<file path="config.mk">
export PLATFORM = sky130hd
export DESIGN_NAME = loop_seq
export DESIGN_NICKNAME = d
export VERILOG_FILES = /design/src/rtl/loop_seq_pkg.sv /design/src/rtl/loop_ctx_stack.sv /design/src/rtl/loop_step.sv /design/src/rtl/loop_seq.sv
export SDC_FILE = /design/constraint.sdc
export NUM_CORES = 1
export LEC_CHECK = 0
export BUFFER_PORTS_ARGS = -buffer_cell sky130_fd_sc_hd__clkbuf_2
export CAP_MARGIN = 25
export CORE_ASPECT_RATIO = 0.9
export CORE_MARGIN = 3
export CORE_UTILIZATION = 40
export CTS_CLUSTER_DIAMETER = 80
export DETAILED_ROUTE_END_ITERATION = 8
export SLEW_MARGIN = 20
export SYNTH_ARGS = -nofsm -noshare
export SYNTH_HDL_FRONTEND = slang
export SYNTH_SLANG_ARGS = --single-unit
</file>
<file path="constraint.sdc">
create_clock -name clk -period 8.9 [get_ports clk]
set_input_delay 0.89 -clock clk [delete_from_list [all_inputs] [get_ports clk]]
set_output_delay 0.89 -clock clk [all_outputs]
set_load 0.01 [all_outputs]
</file>
<file path="src/rtl/loop_seq_pkg.sv">
package loop_seq_pkg;
  localparam int ITER_W = 16;
  localparam int BODY_W = 10;

  typedef struct packed {
    logic [ITER_W-1:0] iter_tot;  // iterations requested
    logic [ITER_W-1:0] iter_idx;  // iterations completed so far
    logic [BODY_W-1:0] body_len;  // body length in instructions
    logic [BODY_W-1:0] instr_idx; // index of next body instruction
  } loop_ctx_t;
endpackage

</file>
<file path="src/rtl/loop_ctx_stack.sv">
module loop_ctx_stack
  import loop_seq_pkg::*;
#(
  parameter int DEPTH = 8,
  localparam int CNT_W = $clog2(DEPTH + 1),
  localparam int IDX_W = (DEPTH > 1) ? $clog2(DEPTH) : 1
) (
  input  logic             clk,
  input  logic             rst_n,
  input  logic             push_i,
  input  loop_ctx_t        push_ctx_i,
  input  logic             pop_i,
  input  logic             upd_i,
  input  loop_ctx_t        upd_ctx_i,
  output loop_ctx_t        top_ctx_o,
  output logic [CNT_W-1:0] cnt_o,
  output logic             empty_o,
  output logic             full_o
);
  loop_ctx_t        ctx_q [DEPTH];
  logic [CNT_W-1:0] cnt_q, cnt_d;
  logic [IDX_W-1:0] top_idx;

  assign empty_o = (cnt_q == '0);
  assign full_o  = (cnt_q == CNT_W'(DEPTH));
  assign top_idx = empty_o ? '0 : IDX_W'(cnt_q - CNT_W'(1));

  always_comb begin
    cnt_d = cnt_q;
    if (push_i && !full_o)      cnt_d = cnt_q + CNT_W'(1);
    else if (pop_i && !empty_o) cnt_d = cnt_q - CNT_W'(1);
  end

  always_ff @(posedge clk or negedge rst_n) begin
    if (!rst_n) cnt_q <= '0;
    else        cnt_q <= cnt_d;
  end

  for (genvar g = 0; g < DEPTH; g++) begin : g_slot
    logic      wr_push, wr_upd, slot_en;
    loop_ctx_t slot_d;
    assign wr_push = push_i && !full_o && (cnt_q == CNT_W'(g));
    assign wr_upd  = upd_i && !empty_o && (top_idx == IDX_W'(g));
    assign slot_en = wr_push || wr_upd;
    assign slot_d  = wr_push ? push_ctx_i : upd_ctx_i;
    always_ff @(posedge clk or negedge rst_n) begin
      if (!rst_n)       ctx_q[g] <= '0;
      else if (slot_en) ctx_q[g] <= slot_d;
    end
  end

  assign top_ctx_o = empty_o ? '0 : ctx_q[top_idx];
  assign cnt_o     = cnt_q;
endmodule

</file>
<file path="src/rtl/loop_step.sv">
module loop_step
  import loop_seq_pkg::*;
#(
  parameter int PC_W = 32
) (
  input  logic            active_i,
  input  logic            advance_i,
  input  loop_ctx_t       ctx_i,
  input  logic [PC_W-1:0] pc_i,
  output logic            pop_o,
  output logic            upd_o,
  output loop_ctx_t       ctx_o,
  output logic            redir_o,
  output logic [PC_W-1:0] tgt_o
);
  logic body_end, last_iter, step;

  assign step      = active_i && advance_i;
  assign body_end  = (ctx_i.instr_idx == ctx_i.body_len - BODY_W'(1));
  assign last_iter = (ctx_i.iter_idx == ctx_i.iter_tot - ITER_W'(1));

  always_comb begin
    ctx_o   = ctx_i;
    pop_o   = 1'b0;
    upd_o   = 1'b0;
    redir_o = 1'b0;
    tgt_o   = pc_i - (PC_W'(ctx_i.body_len - BODY_W'(1)) << 2);
    if (step) begin
      if (body_end && last_iter) begin
        pop_o = 1'b1;
      end else if (body_end) begin
        upd_o           = 1'b1;
        redir_o         = 1'b1;
        ctx_o.iter_idx  = ctx_i.iter_idx + ITER_W'(1);
        ctx_o.instr_idx = '0;
      end else begin
        upd_o           = 1'b1;
        ctx_o.instr_idx = ctx_i.instr_idx + BODY_W'(1);
      end
    end
  end
endmodule

</file>
<file path="src/rtl/loop_seq.sv">
module loop_seq
  import loop_seq_pkg::*;
#(
  parameter int PC_W  = 32,
  parameter int DEPTH = 8
) (
  input  logic              clk,
  input  logic              rst_n,
  input  logic              start_i,
  input  logic [ITER_W-1:0] iter_i,
  input  logic [BODY_W-1:0] body_i,
  input  logic [PC_W-1:0]   pc_i,
  input  logic              retire_i,
  output logic              redir_o,
  output logic [PC_W-1:0]   redir_pc_o,
  output logic              err_ovf_o,
  output logic              err_arg_o
);
  localparam int CNT_W = $clog2(DEPTH + 1);

  logic             args_ok, push, advance, stk_empty, stk_full;
  logic             pop, upd, redir_d, ovf_d, arg_d;
  logic [PC_W-1:0]  tgt_d, tgt_q;
  logic             redir_q, ovf_q, arg_q;
  logic [CNT_W-1:0] depth_w;
  loop_ctx_t        top_ctx, new_ctx, upd_ctx;

  assign args_ok = (iter_i != '0) && (body_i != '0);
  assign push    = start_i && args_ok;
  assign advance = retire_i && !start_i;

  always_comb begin
    new_ctx           = '0;
    new_ctx.iter_tot  = iter_i;
    new_ctx.body_len  = body_i;
  end

  loop_ctx_stack #(.DEPTH(DEPTH)) u_stack (
    .clk       (clk),
    .rst_n     (rst_n),
    .push_i    (push),
    .push_ctx_i(new_ctx),
    .pop_i     (pop),
    .upd_i     (upd),
    .upd_ctx_i (upd_ctx),
    .top_ctx_o (top_ctx),
    .cnt_o     (depth_w),
    .empty_o   (stk_empty),
    .full_o    (stk_full)
  );

  loop_step #(.PC_W(PC_W)) u_step (
    .active_i (!stk_empty),
    .advance_i(advance),
    .ctx_i    (top_ctx),
    .pc_i     (pc_i),
    .pop_o    (pop),
    .upd_o    (upd),
    .ctx_o    (upd_ctx),
    .redir_o  (redir_d),
    .tgt_o    (tgt_d)
  );

  always_comb begin
    ovf_d = ovf_q || (push && stk_full);
    arg_d = arg_q || (start_i && !args_ok);
  end

  always_ff @(posedge clk or negedge rst_n) begin
    if (!rst_n) begin
      redir_q <= 1'b0;
      ovf_q   <= 1'b0;
      arg_q   <= 1'b0;
    end else begin
      redir_q <= redir_d;
      ovf_q   <= ovf_d;
      arg_q   <= arg_d;
    end
  end

  always_ff @(posedge clk or negedge rst_n) begin
    if (!rst_n)       tgt_q <= '0;
    else if (redir_d) tgt_q <= tgt_d;
  end

  assign redir_o    = redir_q;
  assign redir_pc_o = tgt_q;
  assign err_ovf_o  = ovf_q;
  assign err_arg_o  = arg_q;
endmodule

</file>
==> results of run 1 <==
==> registers in the layout (all words and copies together) (netlist names) <==
register and cells:
err_ovf_o 1, redir_pc_o 32, u_stack.cnt_o 4, redir_o 1
u_stack.ctx_q 416, err_arg_o 1
==> worst paths after layout <==
kind / start / endpoint / slack [ps] / depth (start not counted)
max in group asynchronous: rst_n / u_stack.ctx_q[217] / 7070 / 2
hold / removal: rst_n / u_stack.ctx_q[169] / 340 / 1
setup reg to reg: u_stack.cnt_o[0] / redir_pc_o[31] / 1490 / 24
hold reg to reg: err_arg_o / err_arg_o / 450 / 1
setup / recovery: u_stack.cnt_o[0] / redir_pc_o[31] / 1490 / 24
min in group clk: err_arg_o / err_arg_o / 450 / 1
==> final cells by class <==
type                       instances  area, um2
clock buffer                      74       1474
fill                            5646      33390
inverter                          22      82.58
timing repair buffer             141      885.9
clock inverter                    17      206.4
multi-input combinational       1685      12100
sequential                       455      11390
tap                              783      979.7
==> synth_stat cells (5+ instances only) <==
cell      count
dfrtp_1     455
nand3_1     244
nor2_1      224
o21ai_0     207
nand2_1     162
a221o_1     137
o21ai_1     102
clkbuf_1    101
mux4_2      100
a21oi_1      86
buf_2        60
xnor2_1      42
ha_1         34
a21o_1       32
xor2_1       29
mux2_2       27
buf_4        25
buf_6        23
inv_1        21
nor3_1       18
and2_1       15
nand4_1      13
nor4_1       13
and3_1       12
a31oi_1      11
buf_1        11
o221ai_1     10
a211oi_1      9
nand2b_1      9
nor2b_1       9
or3_1         8
or4_1         8
a22o_1        7
a22oi_1       6
o21a_1        6
a221oi_1      5
buf_12        5
nor3b_1       5
or2_2         5
xnor2_2       5
==> per-stage QoR <==
step,std cells,setup slack [ps]
global placement,3084,1837
CTS,3175,1472
global route,3177,962.1
floorplan,2389,1750
detailed placement,3084,1515
finish,3177,1487
==> cell families after synthesis <==
group	Yosys count	share of synthesized area, %
buffers and inverters	249	5.567
DFF	455	45.93
and+or+nand+nor	773	14.85
muxes	134	10.74
AOI/OAI and AO/OA	661	17.91
xor gates and xnor gates	79	3.084
adders and majority gates	38	1.918
==> layout by cell type, fill, tap and decap left out, types with 9 or more instances in the layout <==
cell type  instances
nor3_1            18
nand2_1          156
clkinv_2           9
clkbuf_16         52
ha_1              33
a221o_1          137
buf_4             41
nand3_1          244
a21oi_1           86
o221ai_1          10
nand4_1           13
and3_1            12
clkbuf_2          95
o21ai_1          102
o21ai_0          207
nor2_1           223
clkbuf_8           9
nor4_1            13
a31oi_1           11
mux2_2            27
and2_1            11
inv_1             21
a211oi_1           9
dfrtp_1          454
nand2b_1           9
xor2_1            29
mux4_2           100
clkbuf_1          13
a21o_1            32
xnor2_1           42
==> per-layer routing <==
layer  global-route usage, %  up-vias  routed length (um)
met5                       0        -                   0
met4                   7.129        0                2057
met3                   4.986      154                8209
met2                   37.87     1142               36380
met1                   34.00    10209               33450
li1                        -     8791                   -
==> power by group through the flow <==
stage / combinational (uW) / clock [uW] / sequential, uW
global placement: 5870 / 0 / 2930
CTS: 6000 / 2180 / 2920
global route: 6570 / 2270 / 2980
finish: 6090 / 2140 / 2930
floorplan: 4590 / 0 / 2820
detailed placement: 5980 / 0 / 2940
==> worst max-delay path: stages (launching register included) <==
cell and delay (ps):
dfrtp_4 810, inv_1 220, ha_4 970, mux4_2 430
mux2_2 290, nand2_1 390, ha_1 300, and3_1 180
and2_1 210, nand4_1 110, buf_4 240, ha_1 360
a21o_1 190, a21o_1 190, a21o_1 210, a21o_1 180
a21o_1 170, a21o_1 160, a21oi_1 200, o211ai_1 150
o311ai_0 610, nand3_1 160, a31oi_1 260, xnor2_1 150
o21ai_0 100
==> results.toml, run 1 <==
[outcome]
status = "finished, final reports clean"

[placement]
portBuffers = 96
routabilityCongestion = 0.8405
post_dp_cell_area_um2 = 25390
hpwl_mm = 46.51

[sta]
min_period_ps = 7413
finalCritPeriodShare_pct = 83.30
worst_pin_slew_ps = 1055
hold_slack_ps = 344.3
rsz0062_at_grt = "no"
hold_viol = 0
fmax_ghz = 0.1349
fin_tns_setup_ps = 0
relSlewSlack_pct = 29.69
skew_ps = 31.32
finalSetupViolCount = 0
slew_viol_final = 0

[logic_synthesis]
async_reset_ff_share_pct = 100.0
postSynthCellCount = 2389
ys_ff_latch = 455
ys.flop_type = "dfrtp_1"
synth_fp_nets = 2486
synth_area_um2 = 24790
synth_top_area_share_pct = 45.93
synth_cell_type_count = 92
syn_avg_cell_area_um2 = 10.38
synth-warning-count = 0
yosys.area.top_type = "dfrtp_1"
synth-edff-count = 0
ys_seq_area_share_pct = 45.93
synthTopCellsByArea = "dfrtp_1 46%, mux4_2 9.1%, a221o_1 5.5%"

[detailed_routing]
vias_per_cell = 6.388
vias = 20296
drtIter0Drc = 2266
wl_per_cell_um = 25.21
drt.antenna.violating_nets = 0
dr.pass1.iters = 7
drc = 0
finalWirelength_mm = 80.10

[clock_network]
cts_resized = 0
ctsLongestPathBuffers = 3
ctsRootBufferMaster = "clkbuf_16"
tritoncts = "yes"
cts_hold_buf = 0
post_cts.repair.setup_buffers = 0
cts_made_buffers = 51
htreeDepth = 2
cts.sinks = 455
clkTransAtPathRegs_ps = 60
clock_latency_ps = 620

[global_route]
grt_max_degree = 160
grt_usage_pct = 24.20
grt_overflow = 0
grt_pass1_wl_mm = 122.5
antenna_found_initial = 0
grt_pass1_vias = 20085

[setup_path]
critPathLaunchType = "flip-flop"
arrival_ps = 7870
cp.required_ps = 9360
cp_max_fo = 58
worstSetupPathType = "flip-flop to flip-flop"
critPathCaptureType = "flip-flop"

[layout]
drive_above_1_share_pct = 17.00
final_area_um2 = 27120
diodes = 0
post-route-util_pct = 44.82
fin_nets = 2453
area_delta_synth_final_pct = 9.414

[flow_run]
max-cap-violations = 0

[power_and_ir_drop]
combPwrFrac_pct = 54.5
clock_power_share_pct = 19.2
peakVddDrop_mv = 0.2760
power_uw = 11160
power.density_nw_per_um2 = 411.5
switchingPower_uw = 4903
p_leak_uw = 0.01135
seqPwrFrac_pct = 26.2
p_int_uw = 6258
switching_share_pct = 43.93

[floorplanning]
die_h_um = 242.2
start_util_pct = 40.96
num_rows = 85
pin_count = 97
die_w_um = 268.4
core_um2 = 60510
dieArea_um2 = 65000

[hold_path]
hp-class = "input pin to asynchronous set/reset pin"
No activity file was read; power rests on OpenSTA's default activity.
==> run 2: changes to the inputs <==
clock period = 7.5 ns   (was 8.9 ns; I/O delays follow)
==> run 2 against run 1 <==
Sequential power rose by 17%. Critical path depth did not move. Die area did not move. Setup slack got worse by 470 ps. Critical path type unchanged. Largest cell class unchanged.
==> results.toml, run 2 (synthesis gave the netlist of run 1 again) <==
[outcome]
status = "finished, final reports clean"

[setup_path]
cp_max_fo = 115
critPathCaptureType = "flip-flop"
rrSetupSlack_ps = 1020
rr_worst_depth = 24
worstSetupPathType = "flip-flop to flip-flop"
r2r-start = "u_stack.cnt_o[0]"
cp.required_ps = 7960
critPathLaunchType = "flip-flop"
arrival_ps = 6940
r2r_end = "redir_pc_o[31]"
critPathLaunch = "u_stack.cnt_o[0]"

[sta]
relSlewSlack_pct = 34.13
hold_slack_ps = 68.68
min_period_ps = 6481
worst_slack_ps = 1019
rsz0062_at_grt = "no"
finalSetupViolCount = 0
slew_viol_final = 0
finalCritPeriodShare_pct = 86.41
hold_viol = 0
fmax_ghz = 0.1543
worst_pin_slew_ps = 988.0
skew_ps = 30.76
fin_tns_setup_ps = 0

[clock_network]
clock_latency_ps = 610
htreeDepth = 2
clkTransAtPathRegs_ps = 60
cts.sinks = 455
tritoncts = "yes"
ctsRootBufferMaster = "clkbuf_16"
cts_resized = 0
ctsLongestPathBuffers = 3
cts_made_buffers = 52
cts_hold_buf = 0
post_cts.repair.setup_buffers = 0

[power_and_ir_drop]
power.density_nw_per_um2 = 489.8
peakVddDrop_mv = 0.3430
p_leak_uw = 0.01150
power_uw = 13420

[placement]
hpwl_mm = 47.36
routabilityCongestion = 0.8790
portBuffers = 96
pre_cts_slack_ps = 998.0
post_dp_cell_area_um2 = 25580

[detailed_routing]
dr.pass1.iters = 5
drc = 0
drtIter0Drc = 2286
vias = 20193
vias_per_cell = 6.314
finalWirelength_mm = 78.46
wl_per_cell_um = 24.53
drt.antenna.violating_nets = 0

[layout]
drive_above_1_share_pct = 17.60
regMostFlops = "u_stack.ctx_q"
multi_input_area_um2 = 12100
layout_commonest_cell = "dfrtp_1"
fin_nets = 2471
largest_register_ffs = 416
final_area_um2 = 27400
most-common-layout-cells = "454 x dfrtp_1, 244 x nand3_1, 222 x nor2_1, 207 x o21ai_0, 159 x nand2_1"
diodes = 0
seqCellArea_um2 = 11390
n_fill_cell = 5616
area_delta_synth_final_pct = 10.52

[global_route]
grt_pass1_wl_mm = 122.1
antenna_found_initial = 0
grt_pass1_vias = 20164
grt_usage_pct = 23.92
grt_overflow = 0
grt_max_degree = 156

[floorplanning]
die_w_um = 268.4
start_util_pct = 40.96
num_rows = 85
core_um2 = 60510
dieArea_um2 = 65000
die_h_um = 242.2
pin_count = 97

[hold_path]
hp-class = "input pin to asynchronous set/reset pin"

[flow_run]
max-cap-violations = 0
[run 2: power by group]
part	total [uW]	switching, uW	internal [uW]
clock	2670	1060	1610
combinational	7330	4420	2920
sequential	3420	355	3060
[run 2: worst max-delay path by stage]
stage                endpoint  slack [ps]
6_report       redir_pc_o[31]        1020
4_1_cts        redir_pc_o[31]         940
2_1_floorplan  redir_pc_o[31]         350
5_1_grt        redir_pc_o[31]         440
3_3_place_gp   redir_pc_o[31]        1120
3_5_place_dp   redir_pc_o[31]        1000
[run 2: cell type report]
type	instances	share of cell area, %
multi-input cells	1685	44.15
flip-flops and latches	455	41.57
clock buffers	82	5.896
repair buffers	158	3.868
well taps	783	3.576
clock inverters	13	0.6394
inverters	22	0.3014
[run 2: stage by stage]
step / instances / util, %
final: 3198 / 45.27
after global routing: 3198 / 45.27
after CTS: 3197 / 45.24
after detailed placement: 3102 / 42.28
after global placement: 3102 / 42.27
after floorplan: 2389 / -
[run 2: worst max-delay path, cell delays in order (launching register included)]
cell      delay, ps
dfrtp_4         420
buf_12          720
mux4_2          630
nand2_1          80
nand2_1          70
nand2_1         230
ha_1            280
and3_1          240
and2_1          230
nand4_1         170
buf_4           270
ha_1            370
a21o_1          200
a21o_1          200
a21o_1          200
a21o_1          180
a21o_1          160
a21o_1          170
a21oi_1         180
o211ai_1        150
o311ai_0        590
nand3_1         130
a31oi_1         230
xnor2_1         140
o21ai_0          90
[run 2: per-layer routing]
metal | GRT usage [%] | up-vias | wire, um
met5 | 0 | - | 0
met4 | 7.847 | 0 | 2180
met3 | 4.306 | 151 | 6727
met2 | 37.99 | 963 | 36380
met1 | 33.18 | 10210 | 33180
li1 | - | 8869 | -
